`config.mk`:
```
export PLATFORM = sky130hd
export DESIGN_NAME = trimmed_sec_prescaler
export DESIGN_NICKNAME = d
export VERILOG_FILES = /design/src/rtl/tsp_pkg.sv /design/src/rtl/tsp_trim_decode.sv /design/src/rtl/tsp_window_fsm.sv /design/src/rtl/tsp_divider.sv /design/src/rtl/trimmed_sec_prescaler.sv
export SDC_FILE = /design/constraint.sdc
export NUM_CORES = 1
export LEC_CHECK = 0
export ABC_AREA = 1
export BUFFER_PORTS_ARGS = -buffer_cell sky130_fd_sc_hd__buf_2
export CORE_ASPECT_RATIO = 1.1
export CORE_MARGIN = 3
export CORE_UTILIZATION = 40
export DETAILED_ROUTE_END_ITERATION = 6
export SLEW_MARGIN = 40
export SYNTH_ARGS = -nofsm -noshare
export SYNTH_HDL_FRONTEND = slang
export SYNTH_SLANG_ARGS = --single-unit
```
`constraint.sdc`:
```
create_clock -name clk -period 3.9 [get_ports clk]
set_input_delay 0.78 -clock clk [delete_from_list [all_inputs] [get_ports clk]]
set_output_delay 0.78 -clock clk [all_outputs]
set_load 0.02 [all_outputs]
```
`src/rtl/tsp_pkg.sv`:
```
`timescale 1ns/1ps
package tsp_pkg;
    localparam int STEP_W = 2;

    typedef enum logic [1:0] {
        ST_LEAD  = 2'd0,
        ST_ADJ   = 2'd1,
        ST_PLAIN = 2'd2
    } sec_state_t;

    typedef struct packed {
        logic              slow;   // 1: remove counts, 0: add counts
        logic [STEP_W-1:0] steps;  // adjusted seconds per window
    } trim_t;
endpackage

```
`src/rtl/tsp_trim_decode.sv`:
```
`timescale 1ns/1ps
module tsp_trim_decode
    import tsp_pkg::*;
(
    input  logic [STEP_W:0] code,
    output trim_t           trim
);
    always_comb begin
        trim.steps = code[STEP_W-1:0];
        // zero magnitude carries no direction
        trim.slow  = code[STEP_W] && (code[STEP_W-1:0] != '0);
    end
endmodule

```
`src/rtl/tsp_window_fsm.sv`:
```
`timescale 1ns/1ps
module tsp_window_fsm
    import tsp_pkg::*;
#(
    parameter int OSC_COUNTS  = 32768,
    parameter int WINDOW_SECS = 3,
    parameter int CNT_W       = $clog2(OSC_COUNTS + 1)
) (
    input  logic             clk,
    input  logic             rst_n,
    input  logic             tick,
    input  trim_t            trim_new,
    output logic [CNT_W-1:0] term
);
    localparam int IDX_W = (WINDOW_SECS > 1) ? $clog2(WINDOW_SECS) : 1;
    localparam logic [CNT_W-1:0] TERM_NOM   = CNT_W'(OSC_COUNTS - 1);
    localparam logic [CNT_W-1:0] TERM_LONG  = CNT_W'(OSC_COUNTS);
    localparam logic [CNT_W-1:0] TERM_SHORT = CNT_W'(OSC_COUNTS - 2);
    localparam logic [IDX_W-1:0] IDX_LAST   = IDX_W'(WINDOW_SECS - 1);

    sec_state_t       state, next_state;
    logic [IDX_W-1:0] idx, next_idx;
    trim_t            held, next_held;
    logic             win_last;

    assign win_last = (state == ST_LEAD) || (idx == IDX_LAST);

    // state register
    always_ff @(posedge clk or negedge rst_n) begin
        if (!rst_n) begin
            state <= ST_LEAD;
            idx   <= '0;
            held  <= '0;
        end else begin
            state <= next_state;
            idx   <= next_idx;
            held  <= next_held;
        end
    end

    // transitions
    always_comb begin
        next_state = state;
        next_idx   = idx;
        next_held  = held;
        if (tick) begin
            if (win_last) begin
                next_idx   = '0;
                next_held  = trim_new;
                next_state = (trim_new.steps != '0) ? ST_ADJ : ST_PLAIN;
            end else begin
                next_idx   = idx + 1'b1;
                next_state = ((int'(idx) + 1) < int'(held.steps)) ? ST_ADJ : ST_PLAIN;
            end
        end
    end

    // outputs
    always_comb begin
        unique case (state)
            ST_ADJ:   term = held.slow ? TERM_SHORT : TERM_LONG;
            ST_LEAD:  term = TERM_NOM;
            ST_PLAIN: term = TERM_NOM;
            default:  term = TERM_NOM;
        endcase
    end

    p_held_stable_r8: assert property (@(posedge clk) disable iff (!rst_n)
        !tick |=> $stable(held));
    p_lead_exit_r2: assert property (@(posedge clk) disable iff (!rst_n)
        (state == ST_LEAD && tick) |=> (state != ST_LEAD));
    p_no_lead_return_r2: assert property (@(posedge clk) disable iff (!rst_n)
        (state != ST_LEAD) |=> (state != ST_LEAD));
    p_first_adjusted_r7: assert property (@(posedge clk) disable iff (!rst_n)
        (tick && win_last && trim_new.steps != '0) |=> (state == ST_ADJ));
endmodule

```
`src/rtl/tsp_divider.sv`:
```
`timescale 1ns/1ps
module tsp_divider #(
    parameter int OSC_COUNTS = 32768,
    parameter int CNT_W      = $clog2(OSC_COUNTS + 1)
) (
    input  logic             clk,
    input  logic             rst_n,
    input  logic [CNT_W-1:0] term,
    output logic [CNT_W-1:0] count,
    output logic             tick
);
    assign tick = (count == term);

    always_ff @(posedge clk or negedge rst_n) begin
        if (!rst_n)    count <= '0;
        else if (tick) count <= '0;
        else           count <= count + 1'b1;
    end

    p_wrap_r3: assert property (@(posedge clk) disable iff (!rst_n)
        tick |=> (count == '0));
    p_step_r3: assert property (@(posedge clk) disable iff (!rst_n)
        !tick |=> (count == $past(count) + 1'b1));
    p_count_bound_r10: assert property (@(posedge clk) disable iff (!rst_n)
        int'(count) <= OSC_COUNTS);
endmodule

```
`src/rtl/trimmed_sec_prescaler.sv`:
```
`timescale 1ns/1ps
module trimmed_sec_prescaler
    import tsp_pkg::*;
#(
    parameter int OSC_COUNTS  = 32768,
    parameter int WINDOW_SECS = 3,
    localparam int CNT_W      = $clog2(OSC_COUNTS + 1)
) (
    input  logic             clk,
    input  logic             rst_n,
    input  logic [2:0]       trim,
    output logic             sec_tick,
    output logic [CNT_W-1:0] div_count
);
    trim_t            trim_dec;
    logic [CNT_W-1:0] term;

    tsp_trim_decode u_decode (
        .code (trim),
        .trim (trim_dec)
    );

    tsp_window_fsm #(
        .OSC_COUNTS  (OSC_COUNTS),
        .WINDOW_SECS (WINDOW_SECS),
        .CNT_W       (CNT_W)
    ) u_fsm (
        .clk      (clk),
        .rst_n    (rst_n),
        .tick     (sec_tick),
        .trim_new (trim_dec),
        .term     (term)
    );

    tsp_divider #(
        .OSC_COUNTS (OSC_COUNTS),
        .CNT_W      (CNT_W)
    ) u_div (
        .clk   (clk),
        .rst_n (rst_n),
        .term  (term),
        .count (div_count),
        .tick  (sec_tick)
    );

    p_tick_single_r9: assert property (@(posedge clk) disable iff (!rst_n)
        sec_tick |=> !sec_tick);
endmodule

```
==> metrics.csv <==
stage,metric,value,unit
timing,period_share,0.6856,
layout,nets,247,
cts,post_cts_buffers,0,
synthesis,synth_cell_type_count,23,
global_routing,overflow,0,
synthesis,yosysSeqAreaShare,0.3824,
timing,min_period,2674,ps
floorplanning,dieHeight,70.34,um
placed_design,gp_congestion,0.9010,
cts,cts_tree,built,
setup_path,reg2regPathDepth,8,
layout,n_antenna_cell,0,
setup_path,critPathLaunchType,flip-flop,
synthesis,ys_top_cells_by_area,"dfrtp_1 (38%), nand2_1 (14%), nor2_1 (9.0%)",
worst_hold_path,hp-class,input port to async pin,
setup_path,crit_required,3120,ps
power_and_ir_drop,fin_total_pwr,354.9,uW
setup_path,r2r_start,u_div.count[1],
timing,hold_viol,0,
placed_design,hpwl,2532,um
timing,tightest_slew,514.3,ps
setup_path,r2r_slack,2240,ps
routing,finalWirelength,3247,um
timing,setup_ws,1226,ps
routing,via_per_inst,4.739,
synthesis,synth.area.mux_share,0,
layout,syn_to_final_growth,11.39,%
cts,clock_sinks,23,
timing,max_slew_margin,0.6572,
cts,cts_buffer_depth,2,
power_and_ir_drop,vdd_drop_max,0.1182,mV
timing,setup_violations,0,
cts,root_buffer,clkbuf_4,
routing,drt_first_pass_iters,5,
timing,report.final.slew_viol_count,0,
global_routing,grt_pass1_vias,1216,
floorplanning,core,3468,sq um
floorplanning,die_x,64.49,um
synthesis,synth_top_family_by_area,simple AND/OR/NAND/NOR gates,
timing,fin_tns_setup,0,ps
synthesis,synth_compound_area_frac,0.03574,
synthesis,synthCells,212,
synthesis,synth_area_per_cell,7.100,sq um
floorplanning,io_pins,22,
synthesis,ys_warn_count,0,
routing,drt_iter0_drc,78,
routing,antenna_left,0,
placed_design,portBuffers,21,
cts,h-tree-depth,1,
setup_path,endpoint_kind,primary output,
global_routing,grt_max_degree,24,
synthesis,synth_fa_ha_area_frac,0.04655,
synthesis,syn_nets,222,
floorplanning,rows,22,
timing,whs,419.3,ps
synthesis,synthesis.area,1505,sq um
setup_path,crit_arrival,1890,ps
job,max_cap_viol_count,0,
routing,num_vias,1346,
timing,clock_skew,2.866,ps
synthesis,ys_seq_elements,23,
outcome,status,"complete, no violations",
layout,final_common_cell,nand2_1,
setup_path,crit_start,u_div.count[13],
cts,insertion_delay,310,ps
layout,final_cell_mix,"nand2_1 (56), nor2_1 (36), inv_1 (31)",
global_routing,grt_pass1_wl,5485,um
floorplanning,initial_utilization,0.4340,
global_routing,grt_antenna_before_repair,0,
power_and_ir_drop,p_per_area,211.7,nW/um^2
timing,rsz0062_at_grt,false,
timing,fmax,0.3740,GHz
layout,n_fill_cell,392,
synthesis,synth_xor_area_frac,0.04073,
setup_path,critPathMaxFanout,12,
setup_path,rr_endpoint,u_div.count[10],
cts,cts_resized,0,
floorplanning,die_area,4536,sq um
routing,drcViolationCount,0,
power_and_ir_drop,p_leak,0.0009280,uW
cts,clk_pin_slew_worst_paths,120,ps
placed_design,post-place-ws,1578,ps
cts,cts_made_buffers,3,
setup_path,worstSetupPathType,flip-flop to primary output,
global_routing,grt_usage,0.1535,
synthesis,yosysTopAreaCellShare,0.3824,
layout,drive_gt1_frac,0.1949,
synthesis,synth.largest_area_cell,dfrtp_1,
placed_design,placed_cell_area,1650,sq um
cts,hold_buffers,0,
layout,final_area,1677,sq um
routing,wire_per_inst,11.43,um
synthesis,synthSimpleGateAreaFrac,0.3973,
==> logic make-up after synthesis <==
family,count (synthesis)
AO/OA/AOI/OAI,9
buffers and inverters,34
adder cells (fa/ha/maj),5
flip-flops,23
AND/OR/NAND/NOR,134
XOR/XNOR,7
==> report_power, final <==
group	internal, uW	leakage [uW]	switching [uW]	total, uW
registers	238	0.000286	0	238
logic	1.55	0.000627	5.31	6.86
clock network	40.0	0.0000150	69.6	110
total	280	0.000928	74.9	355
==> per-layer routing <==
| layer | share of wire | global-route usage |
|---|---|---|
| met5 | 0 | 0 |
| met4 | 0.011 | 0.04225 |
| met3 | 0.043 | 0.02412 |
| met2 | 0.44 | 0.2431 |
| met1 | 0.51 | 0.2159 |
==> cell type report <==
type | count | area (sq um) | area share
multi-input combinational | 155 | 783.3 | 0.4672
sequential | 23 | 575.6 | 0.3433
inverter | 33 | 126.4 | 0.07537
timing repair buffer | 21 | 105.1 | 0.06269
tap | 48 | 60.06 | 0.03582
clock buffer | 4 | 26.28 | 0.01567
==> cell usage after synthesis (all sizes together) <==
master / instances
a21oi: 3
fa: 1
nand2: 61
xnor2: 2
xor2: 5
ha: 4
o21bai: 1
nor2: 50
dfrtp: 23
o31ai: 1
o21ai: 3
nand4: 6
or2: 1
inv: 33
nor3: 3
buf: 1
nand3: 13
a41oi: 1
==> registers in the layout, indices dropped and copies added, names as in the netlist <==
register	cells
u_fsm.idx	2
u_div.count	16
u_fsm.held	3
u_fsm.state	2
==> worst max path at each step <==
stage	endpoint	slack, ps	cells after the start
after detailed placement	sec_tick	1580	8
final	sec_tick	1230	8
after global routing	sec_tick	1090	9
after CTS	sec_tick	1210	8
after global placement	sec_tick	1590	8
after floorplan	sec_tick	1790	9
==> metrics by stage <==
step | util | instances
6_report | 0.4834 | 284
2_1_floorplan | - | 212
3_5_place_dp | 0.4758 | 280
5_1_grt | 0.4834 | 284
4_1_cts | 0.4834 | 284
3_3_place_gp | 0.4758 | 280
==> worst max-delay path, stage by stage (launching register included) <==
cell and delay [ps]:
dfrtp_1 480, nor2_1 160, nand2_1 60, nor2_1 150, nand3_1 140, nand2_4 120
nand2_4 80, inv_4 170, buf_2 200
(Power assumes the default switching activity.)
